## src/rtl/spq_pkg.sv

```systemverilog
package spq_pkg;

  typedef enum logic {
    SLOT_EMPTY = 1'b0,
    SLOT_HELD  = 1'b1
  } slot_e;

  // Next occupancy: flush wins, then an accepted push, then a pop.
  function automatic slot_e slot_next(input slot_e cur, input logic push_fire,
                                      input logic pop_fire, input logic flush);
    slot_e nxt;
    nxt = cur;
    if (flush)          nxt = SLOT_EMPTY;
    else if (push_fire) nxt = SLOT_HELD;
    else if (pop_fire)  nxt = SLOT_EMPTY;
    return nxt;
  endfunction

endpackage

```

## src/rtl/spq_rst_sync.sv

```systemverilog
module spq_rst_sync #(
  parameter int STAGES = 2
) (
  input  logic clk,
  input  logic rst_n,
  output logic rst_sync_n
);
  localparam int LastIdx = STAGES - 1;

  logic [LastIdx:0] chain_d, chain_q;

  always_comb begin
    chain_d = {chain_q[LastIdx-1:0], 1'b1};
  end

  always_ff @(posedge clk or negedge rst_n) begin
    if (!rst_n) chain_q <= '0;
    else        chain_q <= chain_d;
  end

  assign rst_sync_n = chain_q[LastIdx];
endmodule

```

## src/rtl/spq_occ_ctrl.sv

```systemverilog
module spq_occ_ctrl
  import spq_pkg::*;
(
  input  logic clk,
  input  logic rst_n,
  input  logic push_en,
  input  logic pop_en,
  input  logic flush,
  output logic push_ready,
  output logic pop_ready,
  output logic push_fire
);
  slot_e slot_d, slot_q;
  logic  pop_fire;

  always_comb begin
    pop_ready  = (slot_q == SLOT_HELD);
    pop_fire   = pop_en && pop_ready;
    // Pop is ordered ahead of push: a pop this cycle frees the slot.
    push_ready = (slot_q == SLOT_EMPTY) || pop_fire;
    push_fire  = push_en && push_ready;
    slot_d     = slot_next(slot_q, push_fire, pop_fire, flush);
  end

  always_ff @(posedge clk or negedge rst_n) begin
    if (!rst_n) slot_q <= SLOT_EMPTY;
    else        slot_q <= slot_d;
  end


  empty_pop_idle_chk: assert property (@(posedge clk) disable iff (!rst_n)
    (!pop_ready && !push_en) |=> !pop_ready);
endmodule

```

## src/rtl/spq_data_reg.sv

```systemverilog
module spq_data_reg #(
  parameter int WIDTH = 8
) (
  input  logic             clk,
  input  logic             load,
  input  logic [WIDTH-1:0] d,
  output logic [WIDTH-1:0] q
);
  logic [WIDTH-1:0] q_d, q_q;

  always_comb begin
    q_d = load ? d : q_q;
  end

  always_ff @(posedge clk) begin
    q_q <= q_d;
  end

  assign q = q_q;
endmodule

```

## src/rtl/spq_pipe1.sv

```systemverilog
module spq_pipe1 #(
  parameter int WIDTH       = 8,
  parameter int SYNC_STAGES = 2
) (
  input  logic             clk,
  input  logic             rst_n,
  input  logic             push_en,
  input  logic [WIDTH-1:0] push_data,
  output logic             push_ready,
  input  logic             pop_en,
  output logic             pop_ready,
  output logic [WIDTH-1:0] head_data,
  input  logic             flush
);
  logic rst_s_n;
  logic push_fire;

  spq_rst_sync #(.STAGES(SYNC_STAGES)) u_rst_sync (
    .clk        (clk),
    .rst_n      (rst_n),
    .rst_sync_n (rst_s_n)
  );

  spq_occ_ctrl u_occ (
    .clk        (clk),
    .rst_n      (rst_s_n),
    .push_en    (push_en),
    .pop_en     (pop_en),
    .flush      (flush),
    .push_ready (push_ready),
    .pop_ready  (pop_ready),
    .push_fire  (push_fire)
  );

  spq_data_reg #(.WIDTH(WIDTH)) u_data (
    .clk  (clk),
    .load (push_fire),
    .d    (push_data),
    .q    (head_data)
  );


  fill_empty_chk: assert property (@(posedge clk) disable iff (!rst_s_n)
    (!pop_ready && push_en && !flush) |=> (pop_ready && head_data == $past(push_data)));


  no_overflow_chk: assert property (@(posedge clk) disable iff (!rst_s_n)
    (pop_ready && !pop_en && !flush) |=> (pop_ready && $stable(head_data)));


  swap_chk: assert property (@(posedge clk) disable iff (!rst_s_n)
    (pop_ready && pop_en && push_en && !flush) |=> (pop_ready && head_data == $past(push_data)));


  drain_chk: assert property (@(posedge clk) disable iff (!rst_s_n)
    (pop_ready && pop_en && !push_en && !flush) |=> !pop_ready);


  flush_empty_chk: assert property (@(posedge clk) disable iff (!rst_s_n)
    flush |=> !pop_ready);
endmodule

```

## config.mk

```make
export PLATFORM = sky130hd
export DESIGN_NAME = spq_pipe1
export DESIGN_NICKNAME = d
export VERILOG_FILES = /design/src/rtl/spq_pkg.sv /design/src/rtl/spq_rst_sync.sv /design/src/rtl/spq_occ_ctrl.sv /design/src/rtl/spq_data_reg.sv /design/src/rtl/spq_pipe1.sv
export SDC_FILE = /design/constraint.sdc
export NUM_CORES = 1
export LEC_CHECK = 0
export CORE_AREA = 2 2 39 41
export DETAILED_ROUTE_END_ITERATION = 8
export DIE_AREA = 0 0 41 43
export HOLD_SLACK_MARGIN = 0.05
export PLACE_DENSITY = 0.65
export SYNTH_ARGS = -nofsm -noshare
export SYNTH_HDL_FRONTEND = slang
export SYNTH_SLANG_ARGS = --single-unit
export TNS_END_PERCENT = 30
```

## constraint.sdc

```tcl
create_clock -name clk -period 1.8 [get_ports clk]
set_input_delay 0.45 -clock clk [delete_from_list [all_inputs] [get_ports clk]]
set_output_delay 0.45 -clock clk [all_outputs]
set_load 0.02 [all_outputs]
```

==> flow_summary.toml <==
[clock_network]
cts_buffer_depth = 2
cts.htree.levels = 1
cts_tree = "done"
clkTransAtPathRegs_ps = 70
cts_sinks = 11
root_buffer = "clkbuf_4"
clk_latency_ps = 260
cts_setup_buffers = 0
cts_buffers = 3

[floorplanning]
chipWidth_um = 41
io_pins = 23
rows = 14
core_um2 = 1380
chipHeight_um = 43
die_area_um2 = 1760
start_util = 0.256

[global_routing]
antenna_found_initial = 0
grt_pass1_wl_um = 1200
grt_max_degree = 9
first_global_vias = 280
grt_remaining_overflow = 0
grt_use_total = 0.111

[timing]
fmax_ghz = 0.563
finalSetupViolations = 0
drv_slew = 0
period_needed_ps = 1780
rsz0062_at_grt = "false"
fin_ws_ps = 24.0
fin_crit_sh = 0.987
hold_viol = 0
skew_ps = 3.60

[setup_path]
crit_fanout = 2
critPathBufInv = 2
cpMaxStageDelayCell = "clkdlybuf4s50_1"
path_cells = "clkdlybuf4s50_1 -> nand2b_4 -> clkdlybuf4s15_1"
required_ps = 1350
max_stage_delay_ps = 460
criticalPathCategory = "input port to output port"
crit_path_end_kind = "output port"
cp_data_arrival_time_ps = 1330
start_kind = "input port"
critical_path.top_delay_family = "buffers and inverters"

[route]
firstDrtPassIters = 1
drt_wl_total_um = 804
viasPerCell = 4.02
drc_errors = 0
drt-initial-drc-count = 0
wire_per_inst_um = 13.4
vias = 241
ant_nets = 0

[placement]
dp_slack_ps = -283
gp_congestion = 0.551
io_buffer_count = 22

[synthesis]
syn_inst = 16
ys_ff_latch = 11
syn_nets = 29
syn-cell-area_um2 = 354
yosysWarnings = 0
syn_avg_cell_area_um2 = 22.1
ys_seq_area_frac = 0.890
synth_cell_types = 7

[layout]
fillers = 130
fin_nets = 58
synthToLayoutAreaGrowth_pct = 80.2
layout-drive-gt1-share = 0.159
final_cell_mix = "clkdlybuf4s50_1 (21), edfxtp_1 (8), clkbuf_4 (3), dfrtp_1 (3)"
final_util = 0.461
mostFrequentLayoutCell = "clkdlybuf4s50_1"
antenna-diode-count = 0

[pwr]
power_density_nw_per_um2 = 839
ir_drop_v = 0.000277
p_leak_uw = 0.000246

[worst_hold_path]
hp-class = "input port to async pin"

[job]
max_cap_viol_count = 0

[outcome]
outcome = "complete, no violations"
==> registers in the layout, summed over array words and instances, names as in the netlist <==
| signal | flops |
|---|---|
| u_rst_sync.chain_q | 2 |
| u_occ.pop_ready | 1 |
| u_data.q | 8 |
==> repair_timing <==
item	4_1_cts	5_1_grt
gates resized for setup	2	0
endpoints found under the setup margin	1	0
endpoints found under the hold margin	1	0
hold buffers	1	0
==> report_power, final <==
group	internal [uW]	switching, uW
clock	85.5	73.4
sequential	289	5.52
combinational	49.7	32.2
==> stage by stage <==
| step | total power (uW) | area [um^2] | TNS [ps] | hold WS, ps | instances |
|---|---|---|---|---|---|
| detailed placement | 382 | 602 | -283 | 4.17 | 55 |
| global placement | 379 | 602 | -265 | -1.12 | 55 |
| global route | 565 | 638 | 0 | 349 | 60 |
| CTS | 549 | 638 | 0 | 349 | 60 |
| floorplan | 326 | 354 | 0 | -5.66 | 16 |
| finish | 535 | 638 | 0 | 355 | 60 |
==> cell usage after synthesis <==
cell type / instances / area, um^2
a21oi_2: 1 / 8.76
and2_4: 1 / 8.76
conb_1: 1 / 3.75
inv_1: 1 / 3.75
dfrtp_1: 3 / 75.1
edfxtp_1: 8 / 240
nand2b_4: 1 / 13.8
==> worst paths after layout <==
path,from,to,slack (ps),depth (start not counted)
worst max-delay path,pop_en,push_ready,20,3
worst min-delay path,rst_n,u_rst_sync.chain_q[1],350,1
worst max register to register,u_occ.pop_ready,u_data.q[3],710,3
worst min register to register,u_rst_sync.chain_q[0],u_rst_sync.chain_q[1],370,0
max in group asynchronous,u_rst_sync.chain_q[1],u_occ.pop_ready,1150,1
min in group clk,u_rst_sync.chain_q[0],u_rst_sync.chain_q[1],370,0
==> logic make-up after synthesis <==
family | Yosys count | synth area share
AO/OA/AOI/OAI | 1 | 0.0247
other | 1 | 0.0106
AND/OR/NAND/NOR | 2 | 0.0636
flip-flops | 11 | 0.890
buffers and inverters | 1 | 0.0106
==> metal layers <==
layer,GRT usage,wire length (um),vias to the layer above
met1,0.0956,276,105
met5,0,0,-
li1,-,-,111
met3,0.0471,109,2
met2,0.188,414,23
met4,0.0800,4,0
==> cell type report <==
type | instances | area (um^2) | share of cell area
clock buffer | 4 | 26.3 | 0.0412
inverter | 1 | 3.75 | 0.00588
multi-input combinational | 4 | 35.0 | 0.0549
sequential | 11 | 315 | 0.494
tap | 16 | 20.0 | 0.0314
timing repair buffer | 24 | 238 | 0.373
Note: power is estimated with default switching activity, not from simulation.
